## src/rtl/cswc_pkg.sv

```systemverilog
package cswc_pkg;
  typedef enum logic [1:0] {
    ST_IDLE = 2'd0,
    ST_WAIT = 2'd1,
    ST_DONE = 2'd2
  } cswc_state_e;
endpackage

```

## src/rtl/cswc_regfile.sv

```systemverilog
module cswc_regfile #(
  parameter int NUM_SPACES = 4,
  parameter int CNT_W      = 3,
  parameter int FIELD_W    = 4,
  localparam int REG_W     = NUM_SPACES * FIELD_W
) (
  input  logic                              clk_i,
  input  logic                              rst_ni,
  input  logic                              standby_i,
  input  logic                              we_i,
  input  logic [REG_W-1:0]                  wdata_i,
  output logic [REG_W-1:0]                  rdata_o,
  output logic [NUM_SPACES-1:0][CNT_W-1:0]  cnt_o
);
  localparam int RSV_W = FIELD_W - CNT_W;

  function automatic logic [REG_W-1:0] reload_val();
    logic [REG_W-1:0] v;
    v = '0;
    for (int i = 0; i < NUM_SPACES; i++) v[i*FIELD_W +: CNT_W] = '1;
    return v;
  endfunction

  localparam logic [REG_W-1:0] RELOAD = reload_val();

  for (genvar g = 0; g < NUM_SPACES; g++) begin : g_field
    logic [CNT_W-1:0] field_q;
    always_ff @(posedge clk_i or negedge rst_ni) begin
      if (!rst_ni)        field_q <= '1;
      else if (standby_i) field_q <= '1;
      else if (we_i)      field_q <= wdata_i[g*FIELD_W +: CNT_W];
    end
    assign cnt_o[g] = field_q;
    assign rdata_o[g*FIELD_W +: CNT_W] = field_q;
    if (RSV_W > 0) begin : g_rsv
      assign rdata_o[g*FIELD_W+CNT_W +: RSV_W] = '0;
    end
  end

  // standby reload, R4
  assert_standby_reload_R4: assert property (@(posedge clk_i) disable iff (!rst_ni)
    standby_i |=> (rdata_o == RELOAD));

  // no write and no standby keeps contents (covers manual reset), R5
  assert_reg_hold_R5: assert property (@(posedge clk_i) disable iff (!rst_ni)
    (!standby_i && !we_i) |=> $stable(rdata_o));
endmodule

```

## src/rtl/cswc_seq.sv

```systemverilog
module cswc_seq
  import cswc_pkg::*;
#(
  parameter int CNT_W = 3
) (
  input  logic             clk_i,
  input  logic             rst_ni,
  input  logic             man_rst_i,
  input  logic             start_i,
  input  logic [CNT_W-1:0] cnt_sel_i,
  input  logic             ext_wait_ni,
  output logic             wait_o,
  output logic             done_o
);
  cswc_state_e      state_q;
  logic [CNT_W-1:0] cnt_q;

  always_ff @(posedge clk_i or negedge rst_ni) begin
    if (!rst_ni) begin
      state_q <= ST_IDLE;
      cnt_q   <= '0;
    end else if (man_rst_i) begin
      state_q <= ST_IDLE;
      cnt_q   <= '0;
    end else begin
      unique case (state_q)
        ST_IDLE: if (start_i) begin
          // count latched here; later writes do not reach this access
          if (cnt_sel_i == '0) state_q <= ST_DONE;
          else begin
            state_q <= ST_WAIT;
            cnt_q   <= cnt_sel_i - 1'b1;
          end
        end
        ST_WAIT: begin
          if (cnt_q != '0)     cnt_q   <= cnt_q - 1'b1;
          else if (ext_wait_ni) state_q <= ST_DONE;
        end
        ST_DONE: state_q <= ST_IDLE;
        default: state_q <= ST_IDLE;
      endcase
    end
  end

  assign wait_o = (state_q == ST_WAIT);
  assign done_o = (state_q == ST_DONE);

  assert_done_single_R9: assert property (@(posedge clk_i) disable iff (!rst_ni)
    done_o |=> !done_o);

  assert_zero_fast_R6: assert property (@(posedge clk_i) disable iff (!rst_ni)
    (!wait_o && !done_o && start_i && cnt_sel_i == '0 && !man_rst_i) |=> (done_o && !wait_o));

  assert_count_hold_R7: assert property (@(posedge clk_i) disable iff (!rst_ni)
    (wait_o && cnt_q != '0 && !man_rst_i) |=> wait_o);

  assert_ext_extend_R8: assert property (@(posedge clk_i) disable iff (!rst_ni)
    (wait_o && cnt_q == '0 && !ext_wait_ni && !man_rst_i) |=> wait_o);

  assert_man_rst_idle_R5: assert property (@(posedge clk_i) disable iff (!rst_ni)
    man_rst_i |=> (!wait_o && !done_o));
endmodule

```

## src/rtl/cs_wait_ctrl.sv

```systemverilog
module cs_wait_ctrl #(
  parameter int NUM_SPACES = 4,
  parameter int CNT_W      = 3,
  parameter int FIELD_W    = 4,
  localparam int REG_W     = NUM_SPACES * FIELD_W,
  localparam int SEL_W     = (NUM_SPACES > 1) ? $clog2(NUM_SPACES) : 1
) (
  input  logic             clk_i,
  input  logic             rst_ni,
  input  logic             standby_i,
  input  logic             man_rst_i,
  input  logic             reg_we_i,
  input  logic [REG_W-1:0] reg_wdata_i,
  output logic [REG_W-1:0] reg_rdata_o,
  input  logic             acc_start_i,
  input  logic [SEL_W-1:0] acc_space_i,
  input  logic             ext_wait_ni,
  output logic             acc_wait_o,
  output logic             acc_done_o
);
  logic [NUM_SPACES-1:0][CNT_W-1:0] cnt_all;
  logic [CNT_W-1:0]                 cnt_sel;

  cswc_regfile #(
    .NUM_SPACES(NUM_SPACES), .CNT_W(CNT_W), .FIELD_W(FIELD_W)
  ) u_regfile (
    .clk_i    (clk_i),
    .rst_ni   (rst_ni),
    .standby_i(standby_i),
    .we_i     (reg_we_i),
    .wdata_i  (reg_wdata_i),
    .rdata_o  (reg_rdata_o),
    .cnt_o    (cnt_all)
  );

  always_comb begin
    cnt_sel = '0;
    for (int i = 0; i < NUM_SPACES; i++)
      if (acc_space_i == SEL_W'(i)) cnt_sel = cnt_all[i];
  end

  cswc_seq #(.CNT_W(CNT_W)) u_seq (
    .clk_i      (clk_i),
    .rst_ni     (rst_ni),
    .man_rst_i  (man_rst_i),
    .start_i    (acc_start_i),
    .cnt_sel_i  (cnt_sel),
    .ext_wait_ni(ext_wait_ni),
    .wait_o     (acc_wait_o),
    .done_o     (acc_done_o)
  );
endmodule

```

## config.mk

```make
export PLATFORM = sky130hd
export DESIGN_NAME = cs_wait_ctrl
export DESIGN_NICKNAME = d
export VERILOG_FILES = /design/src/rtl/cswc_pkg.sv /design/src/rtl/cswc_regfile.sv /design/src/rtl/cswc_seq.sv /design/src/rtl/cs_wait_ctrl.sv
export SDC_FILE = /design/constraint.sdc
export NUM_CORES = 1
export LEC_CHECK = 0
export BUFFER_PORTS_ARGS = -buffer_cell sky130_fd_sc_hd__buf_2
export CAP_MARGIN = 20
export CORE_ASPECT_RATIO = 1.2
export CORE_MARGIN = 5
export CORE_UTILIZATION = 25
export DETAILED_ROUTE_END_ITERATION = 6
export HOLD_SLACK_MARGIN = 0.05
export PLACE_DENSITY_LB_ADDON = 0.05
export SLEW_MARGIN = 20
export SYNTH_ARGS = -nofsm -noshare
export SYNTH_HDL_FRONTEND = slang
export SYNTH_SLANG_ARGS = --single-unit
```

## constraint.sdc

```tcl
create_clock -name clk_i -period 1.6 [get_ports clk_i]
set_input_delay 0.08 -clock clk_i [delete_from_list [all_inputs] [get_ports clk_i]]
set_output_delay 0.08 -clock clk_i [all_outputs]
set_load 0.03 [all_outputs]
```

==> results of run 1 <==
[worst paths after layout]
path | to
min | u_regfile.g_field[2].field_q[1]
min in group asynchronous | u_seq.state_q[1]
max reg2reg | u_seq.cnt_q[2]
min reg2reg | u_seq.state_q[1]
max | u_seq.cnt_q[2]
max in group asynchronous | u_regfile.g_field[3].field_q[1]
[power breakdown]
group / switching [W] / internal [W] / leakage, nW
sequential: 0.0000360 / 0.000491 / 0.192
combinational: 0.000248 / 0.000258 / 0.469
clock: 0.000144 / 0.000176 / 0.0228
total: 0.000428 / 0.000926 / 0.684
[cells by family (layout without fill, tap and decap cells)]
group           count (synthesis)  in the layout  share of synthesized area [%]
other cells                     1              4                          0.390
compound gates                 22             22                           19.0
buf+inv                        11             72                           5.86
mux                             8              8                           12.8
fa+ha+maj                       1              1                           1.30
flops                          17             17                           45.8
simple gates                   26             26                           14.8
[what timing repair did]
action,4_1_cts,5_1_grt
hold endpoints to repair,16,0
endpoints found under the setup margin,5,5
hold buffers,11,0
pin swaps,4,3
setup buffers,1,0
resized for setup,3,5
[final cells by class]
class | count | area [sq um] | area share, %
multi-input combinational | 61 | 520 | 34.2
clock buffer | 4 | 45.0 | 2.96
tap | 52 | 65.1 | 4.28
sequential | 17 | 440 | 29.0
timing repair buffer | 65 | 438 | 28.8
inverter | 3 | 11.3 | 0.741
[synthesized netlist by cell type]
library cell,n
nor2b_1,13
a211o_1,12
dfstp_2,12
dfrtp_1,5
buf_4,4
clkbuf_1,4
mux2i_1,4
nor2_1,4
a21oi_1,3
inv_1,3
mux4_2,3
nand2_1,3
nand2b_1,2
nor3_1,2
a2bb2oi_2,1
a31oi_1,1
a32o_1,1
conb_1,1
ha_1,1
mux2_4,1
nor4_1,1
o211ai_1,1
o21ai_0,1
o21ba_2,1
o31a_1,1
or3_1,1
[flip-flops by register name, summed over array words and instances (netlist names)]
register	count
u_seq.cnt_q	3
u_regfile.g_field.field_q	12
u_seq.state_q	2
[stage by stage]
stage               power [W]  setup TNS (ns)
floorplan            0.000792          -0.463
global placement     0.000954          -0.586
detailed placement   0.000958          -0.678
CTS                   0.00133          -0.724
global route          0.00144           -1.11
finish                0.00135          -0.801
[metal layers]
| metal | global-route usage (%) | wire [microns] | vias up | share of wire, % |
|---|---|---|---|---|
| met5 | 0 | 0 | - | 0 |
| met4 | 4.67 | 31 | 0 | 1.2 |
| met3 | 2.17 | 99 | 4 | 3.7 |
| met2 | 16.2 | 1370 | 25 | 51 |
| met1 | 13.4 | 1170 | 420 | 44 |
| li1 | - | - | 431 | - |
[critical path, stage by stage, from the launching register on]
cell and delay, ns:
dfstp_2 0.38, mux4_2 0.51, mux2i_2 0.23, ha_4 0.18
o21ba_2 0.15, o211ai_1 0.17, a32o_1 0.17
[cells in the final DEF, fill, tap and decap left out, types with 2 or more instances in the layout]
cell and count:
nand2b_1 2, buf_4 18, nor2b_1 13, a211o_1 12, dlygate4sd3_1 11, dfrtp_1 5
mux2i_1 2, clkbuf_8 3, nand2_1 3, nor2_1 4, mux4_2 3, buf_2 34
dfstp_2 12, conb_1 4, buf_6 2, a21oi_1 3, inv_1 3
==> results.sh, run 1 <==
export IMPL_status="complete, but fails checks"
export IMPL_violations="negative setup slack"
export IMPL_hold_viol=0
export IMPL_die_width_microns=66.6
export IMPL_synth_area_leader_cell="dfstp_2"
export IMPL_start_util_pct=26.2
export IMPL_syn2layout_area_growth_pct=58.2
export IMPL_worstHoldStart="reg_wdata_i[9]"
export IMPL_reg2regPathDepth=6
export IMPL_crit_start="u_regfile.g_field[1].field_q[1]"
export IMPL_grt_overflow=0
export IMPL_insertedDiodeCount=0
export IMPL_rows=24
export IMPL_cp_start_kind="register"
export IMPL_worstPathArrival_ns=2.04
export IMPL_grt_pass1_vias=884
export IMPL_p_per_area_nw_per_um2=891
export IMPL_placement_io_buffers=34
export IMPL_core_area_sq_um=3660
export IMPL_reg2reg_slack_ns=-0.26
export IMPL_min_path_type="in -> reg"
export IMPL_final_area_sq_um=1520
export IMPL_p_leak_nw=0.684
export IMPL_fin_skew_ns=0.00218
export IMPL_ys_seq_area_share_pct=45.8
export IMPL_fin_util_pct=41.5
export IMPL_drt_pass1_iterations=2
export IMPL_dp_cells=186
export IMPL_gp_congestion=0.743
export IMPL_fin_ws_ns=-0.257
export IMPL_antenna_found_initial=0
export IMPL_layout_nets=177
export IMPL_cts_sinks=17
export IMPL_dieArea_sq_um=5190
export IMPL_synthTopCellsByArea="dfstp_2, dfrtp_1, a211o_1"
export IMPL_cts_inserted_buffers=3
export IMPL_cts_tree="built"
export IMPL_clock_fmax_mhz=538
export IMPL_yosys_area_top_type_share_pct=32.8
export IMPL_finalWirelength_microns=2670
export IMPL_cp_max_fo=4
export IMPL_fin_cells=202
export IMPL_slew_viol_final=0
export IMPL_grtUsageTotal_pct=10.3
export IMPL_drive_gt1_share_pct=52.7
export IMPL_hold_path_depth=2
export IMPL_route_vias_total=880
export IMPL_die_h_microns=77.9
export IMPL_rr_startpoint="u_regfile.g_field[1].field_q[1]"
export IMPL_drv_cap=0
export IMPL_htreeDepth=1
export IMPL_clk_transition_reported_paths_ns=0.07
export IMPL_dp_hpwl_microns=1980
export IMPL_grt_max_degree=25
export IMPL_io_pins=43
export IMPL_dp_slack_ns=-0.284
export IMPL_wl_per_cell_microns=13.2
export IMPL_critPathRequiredTime_ns=1.78
export IMPL_cp_end_kind="register"
export IMPL_grt_pass1_wl_microns=4200
export IMPL_rsz0062_at_grt="true"
export IMPL_syn_avg_cell_area_sq_um=11.2
export IMPL_drc=0
export IMPL_viasPerCell=4.36
export IMPL_final_antenna_net_count=0
export IMPL_ys_types=26
export IMPL_syn_inst=86
export IMPL_clkLatencyLatePin_ns=0.25
export IMPL_period_minus_slack_ns=1.86
export IMPL_n_fill_cell=392
export IMPL_ys_warn_count=0
export IMPL_drt_initial_drc_count=18
export IMPL_timing_final_crit_share_pct=116
export IMPL_dpl_instance_area_sq_um=1310
export IMPL_syn_cell_area_sq_um=961
export IMPL_finalSetupViolations=5
export IMPL_clockBufferDepth=2
export IMPL_ir_drop_mv=0.383
export IMPL_synth_seq_cells=17
export IMPL_criticalPathCategory="reg -> reg"
export IMPL_hold_ws_ns=0.0547
export IMPL_root_buffer="clkbuf_8"
No activity file was read; power rests on OpenSTA's default activity.
==> inputs of run 2 (changes only) <==
==> constraint.sdc (replaced) <==
create_clock -name clk_i -period 1.9 [get_ports clk_i]
set_input_delay 0.095 -clock clk_i [delete_from_list [all_inputs] [get_ports clk_i]]
set_output_delay 0.095 -clock clk_i [all_outputs]
set_load 0.03 [all_outputs]
==> run 2 against run 1 <==
  * Via count shrank 9.9%
  * Clock skew is essentially flat
  * Global-route usage grew 0.40 points
  * Critical path type unchanged
  * Wire length shrank 5.6%
  * The flow still finishes with violations (negative setup slack)
  * Clock-buffer cell count is the same
  * Register-to-register slack gained 0.23 ns
==> results.sh, run 2 (synthesis gave the netlist of run 1 again) <==
export IMPL_status="complete, but fails checks"
export IMPL_violations="negative setup slack"
export IMPL_clock_fmax_mhz=519
export IMPL_dieArea_sq_um=5190
export IMPL_hold_viol=0
export IMPL_layout_nets=157
export IMPL_io_pins=43
export IMPL_dp_hpwl_microns=1820
export IMPL_clkLatencyLatePin_ns=0.25
export IMPL_layout_commonest_cell="buf_2"
export IMPL_fin_ws_ns=-0.0260
export IMPL_insertedDiodeCount=0
export IMPL_cp_end_kind="register"
export IMPL_worstPathArrival_ns=2.06
export IMPL_placement_io_buffers=34
export IMPL_slew_viol_final=0
export IMPL_grt_max_degree=25
export IMPL_dpl_instance_area_sq_um=1180
export IMPL_p_per_area_nw_per_um2=814
export IMPL_finalWirelength_microns=2520
export IMPL_grtUsageTotal_pct=10.7
export IMPL_fin_skew_ns=0.00190
export IMPL_viasPerCell=4.36
export IMPL_ir_drop_mv=0.252
export IMPL_p_leak_nw=0.593
export IMPL_grt_pass1_wl_microns=4230
export IMPL_cp_max_fo=4
export IMPL_timing_final_crit_share_pct=101
export IMPL_regMostFlops="u_regfile.g_field.field_q"
export IMPL_die_h_microns=77.9
export IMPL_syn2layout_area_growth_pct=35.9
export IMPL_route_vias_total=793
export IMPL_cp_start_kind="register"
export IMPL_antenna_found_initial=0
export IMPL_dp_slack_ns=-0.0170
export IMPL_min_path_type="in -> reg"
export IMPL_critPathRequiredTime_ns=2.04
export IMPL_largest_register_ffs=12
export IMPL_final_antenna_net_count=0
export IMPL_drv_cap=0
export IMPL_finalSetupViolations=1
export IMPL_rsz0062_at_grt="true"
export IMPL_period_minus_slack_ns=1.93
export IMPL_cts_inserted_buffers=3
export IMPL_final_cell_mix="buf_2, nor2b_1, a211o_1, dfstp_2, buf_4"
export IMPL_cts_tree="built"
export IMPL_htreeDepth=1
export IMPL_clockBufferDepth=2
export IMPL_rows=24
export IMPL_clk_transition_reported_paths_ns=0.07
export IMPL_setup_tns_ns=-0.0260
export IMPL_grt_overflow=0
export IMPL_top_regs="u_regfile.g_field.field_q x12, u_seq.cnt_q x3, u_seq.state_q x2"
export IMPL_drive_gt1_share_pct=50.8
export IMPL_drc=0
export IMPL_wl_per_cell_microns=13.9
export IMPL_final_area_sq_um=1310
export IMPL_start_util_pct=26.2
export IMPL_grt_pass1_vias=885
export IMPL_core_area_sq_um=3660
export IMPL_drt_pass1_iterations=2
export IMPL_drt_initial_drc_count=34
export IMPL_cts_sinks=17
export IMPL_criticalPathCategory="reg -> reg"
export IMPL_die_width_microns=66.6
export IMPL_gp_congestion=0.832
export IMPL_root_buffer="clkbuf_8"
export IMPL_hold_ws_ns=0.0566
==> run 2: changes by cell type in the layout (fill, tap and decap cells not counted), sizes merged <==
cell,previous run,this run
buf,54,42
dlygate4sd3,11,3
==> run 2: metrics by stage <==
stage | total power, W | utilization, % | instances
global route | 0.00114 | 35.7 | 182
global placement | 0.000756 | 32.1 | 169
floorplan | 0.000666 | - | 89
finish | 0.00106 | 35.7 | 182
CTS | 0.00108 | 35.5 | 182
detailed placement | 0.000755 | 32.1 | 169
==> run 2: power breakdown <==
part	switching (W)	internal [W]
clock	0.000122	0.000149
combinational	0.000180	0.000167
sequential	0.0000315	0.000414
total	0.000333	0.000730
==> run 2: area by class of cell <==
cell class | instances | area (sq um)
multi-input combinational | 61 | 484
inverter | 3 | 11.3
tap | 52 | 65.1
sequential | 17 | 440
timing repair buffer | 45 | 260
fill | 404 | 2360
clock buffer | 4 | 45.0
==> run 2: worst max-delay path, stage by stage (launching register included) <==
cell       delay (ns)
dfstp_2          0.37
mux4_2           0.53
buf_4            0.17
o31a_1           0.28
a2bb2oi_2        0.17
mux2_4           0.30
==> run 2: what timing repair did <==
item,in CTS,in global routing
endpoints found under the hold margin,7,0
buffers inserted,6,1
gates resized for setup,1,2
pin swaps,1,2
endpoints found under the setup margin,1,2
hold buffers,3,0
==> run 2: worst paths after layout <==
| path | start | cells after the start | end | slack, ns |
|---|---|---|---|---|
| max in group asynchronous | rst_ni | 2 | u_regfile.g_field[1].field_q[1] | 1.27 |
| max | u_regfile.g_field[3].field_q[0] | 5 | u_seq.cnt_q[1] | -0.03 |
| min in group asynchronous | rst_ni | 2 | u_seq.cnt_q[2] | 0.30 |
| min reg2reg | u_seq.state_q[1] | 1 | u_seq.state_q[1] | 0.48 |
| min | reg_wdata_i[0] | 2 | u_regfile.g_field[0].field_q[0] | 0.06 |
| max reg2reg | u_regfile.g_field[3].field_q[0] | 5 | u_seq.cnt_q[1] | -0.03 |
==> run 2: layer usage <==
metal	wire [microns]	share of wire (%)	track usage [%]
met1	1060	42	12.2
met2	1270	50	18.2
met3	172	6.8	3.47
met4	21	0.83	4.27
met5	0	0	0
==> inputs of run 3 (changes only) <==
--- a/config.mk
+++ b/config.mk
@@ -12,7 +12,7 @@
 export CORE_UTILIZATION = 25
 export DETAILED_ROUTE_END_ITERATION = 6
 export HOLD_SLACK_MARGIN = 0.05
-export PLACE_DENSITY_LB_ADDON = 0.05
+export PLACE_DENSITY = 0.52
 export SLEW_MARGIN = 20
 export SYNTH_ARGS = -nofsm -noshare
 export SYNTH_HDL_FRONTEND = slang
==> run 3 against run 2 <==
  * The flow now finishes without violations
  * Largest cell class unchanged
  * Die area unchanged
  * Design area shrank 3.5%
  * Global-route usage shrank 1.4 points
  * Setup slack improved by 0.079 ns
  * Total power down 3.8%
  * Critical endpoint is now u_seq.cnt_q[2]
  * Largest power group unchanged
  * Cell count fell by 3.3%
  * Non-clock buffer count fell by 6
  * Wire length shrank 12%
  * Worst hold slack worse by 0.00094 ns
  * Clock power barely moved
  * Highest routed layer unchanged
==> results.sh, run 3 (synthesis gave the netlist of run 1 again) <==
export IMPL_dp_hpwl_microns=1760
export IMPL_cts_inserted_buffers=3
export IMPL_antenna_found_initial=0
export IMPL_timing_final_crit_share_pct=97.2
export IMPL_cp_max_fo=4
export IMPL_root_buffer="clkbuf_8"
export IMPL_grt_overflow=0
export IMPL_reg2regPathDepth=6
export IMPL_drt_initial_drc_count=19
export IMPL_clockBufferDepth=2
export IMPL_status="finished, final reports clean"
export IMPL_insertedDiodeCount=0
export IMPL_fin_util_pct=34.4
export IMPL_finalWirelength_microns=2230
export IMPL_cts_tree="built"
export IMPL_htreeDepth=1
export IMPL_final_area_sq_um=1260
export IMPL_p_per_area_nw_per_um2=811
export IMPL_hold_viol=0
export IMPL_ir_drop_mv=0.593
export IMPL_p_leak_nw=0.566
export IMPL_slew_viol_final=0
export IMPL_criticalPathCategory="reg -> reg"
export IMPL_io_pins=43
export IMPL_dieArea_sq_um=5190
export IMPL_clk_transition_reported_paths_ns=0.07
export IMPL_gp_congestion=0.709
export IMPL_wl_per_cell_microns=12.7
export IMPL_multiInputGateArea_sq_um=482
export IMPL_dpl_instance_area_sq_um=1160
export IMPL_drv_cap=0
export IMPL_fin_total_pwr_w=0.00102
export IMPL_layout_commonest_cell="buf_2"
export IMPL_clock_fmax_mhz=541
export IMPL_placement_io_buffers=34
export IMPL_final_cell_mix="buf_2, nor2b_1, a211o_1, dfstp_2, dfrtp_1"
export IMPL_top_regs="u_regfile.g_field.field_q x12, u_seq.cnt_q x3, u_seq.state_q x2"
export IMPL_critPathRequiredTime_ns=2.09
export IMPL_rsz0062_at_grt="true"
export IMPL_grt_pass1_wl_microns=3820
export IMPL_final_antenna_net_count=0
export IMPL_finalSetupViolations=0
export IMPL_grtUsageTotal_pct=9.32
export IMPL_layout_nets=151
export IMPL_rows=24
export IMPL_drive_gt1_share_pct=48.4
export IMPL_period_minus_slack_ns=1.85
export IMPL_regMostFlops="u_regfile.g_field.field_q"
export IMPL_n_fill_cell=401
export IMPL_viasPerCell=4.48
export IMPL_cp_start_kind="register"
export IMPL_hold_path_depth=2
export IMPL_die_h_microns=77.9
export IMPL_worstPathArrival_ns=2.04
export IMPL_cp_end_kind="register"
export IMPL_drt_pass1_iterations=4
export IMPL_syn2layout_area_growth_pct=31.1
export IMPL_grt_pass1_vias=879
export IMPL_cts_sinks=17
export IMPL_start_util_pct=26.2
export IMPL_die_width_microns=66.6
export IMPL_min_path_type="in -> reg"
export IMPL_fin_skew_ns=0.00551
export IMPL_regArea_sq_um=440
export IMPL_drc=0
export IMPL_clkLatencyLatePin_ns=0.25
export IMPL_largest_register_ffs=12
export IMPL_core_area_sq_um=3660
export IMPL_grt_max_degree=25
export IMPL_route_vias_total=789
run 3: changes by cell type in the layout (fill, tap and decap cells not counted):
cell / before / now
nand2_2: 1 / 0
nand2_1: 2 / 3
clkbuf_1: 1 / 0
buf_4: 8 / 2
clkinv_2: 0 / 1
run 3: path summary, 6_finish.rpt:
| check | slack (ns) | startpoint | end |
|---|---|---|---|
| min in group asynchronous | 0.28 | rst_ni | u_seq.cnt_q[2] |
| max in group asynchronous | 1.30 | rst_ni | u_regfile.g_field[0].field_q[1] |
| worst max-delay path | 0.05 | u_regfile.g_field[3].field_q[0] | u_seq.cnt_q[2] |
| worst min register to register | 0.47 | u_seq.state_q[1] | u_seq.state_q[1] |
| worst min-delay path | 0.06 | reg_wdata_i[2] | u_regfile.g_field[0].field_q[2] |
| worst max register to register | 0.05 | u_regfile.g_field[3].field_q[0] | u_seq.cnt_q[2] |
run 3: area by class of cell:
cell class	instances	share of cell area (%)
Inverter	3	0.894
Clock buffer	3	3.28
Tap cell	52	5.16
Sequential cell	17	35.0
Timing Repair Buffer	39	17.1
Clock inverter	1	0.397
Multi-Input combinational cell	61	38.2
run 3: power by group:
group,total [W],switching [W],internal (W)
clock network,0.000268,0.000123,0.000145
logic,0.000309,0.000170,0.000139
registers,0.000445,0.0000309,0.000414
total,0.00102,0.000324,0.000698
run 3: per-stage QoR:
step                std cells  hold slack [ns]  setup TNS, ns  setup WS, ns
floorplan                  89           -0.201              0        0.0642
global placement          167           0.0334              0        0.0336
detailed placement        167           0.0343       -0.00260      -0.00260
CTS                       172           0.0532              0        0.0180
global route              176           0.0577        -0.0120       -0.0120
finish                    176           0.0556              0        0.0526
run 3: timing repair:
item | in CTS | in global routing
endpoints found under the setup margin | 1 | 1
hold buffers | 1 | 2
gates resized for setup | 2 | 0
pin swaps | 0 | 2
endpoints found under the hold margin | 5 | 2
buffers inserted | 0 | 2
run 3: per-layer routing:
layer | part of all wire (%) | global-route usage (%) | wire [microns] | vias to the layer above
met4 | 0.58 | 3.66 | 13 | 0
met2 | 50 | 16.2 | 1110 | 36
met5 | 0 | 0 | 0 | -
met1 | 43 | 11.0 | 959 | 371
met3 | 6.8 | 1.88 | 151 | 2
li1 | - | - | - | 380
run 3: worst max-delay path: stages, from the launching register on:
cell and delay, ns:
dfstp_2 0.37, mux4_2 0.52, mux2i_2 0.20, ha_2 0.21, o21ba_2 0.15, o211ai_1 0.18
a32o_1 0.15
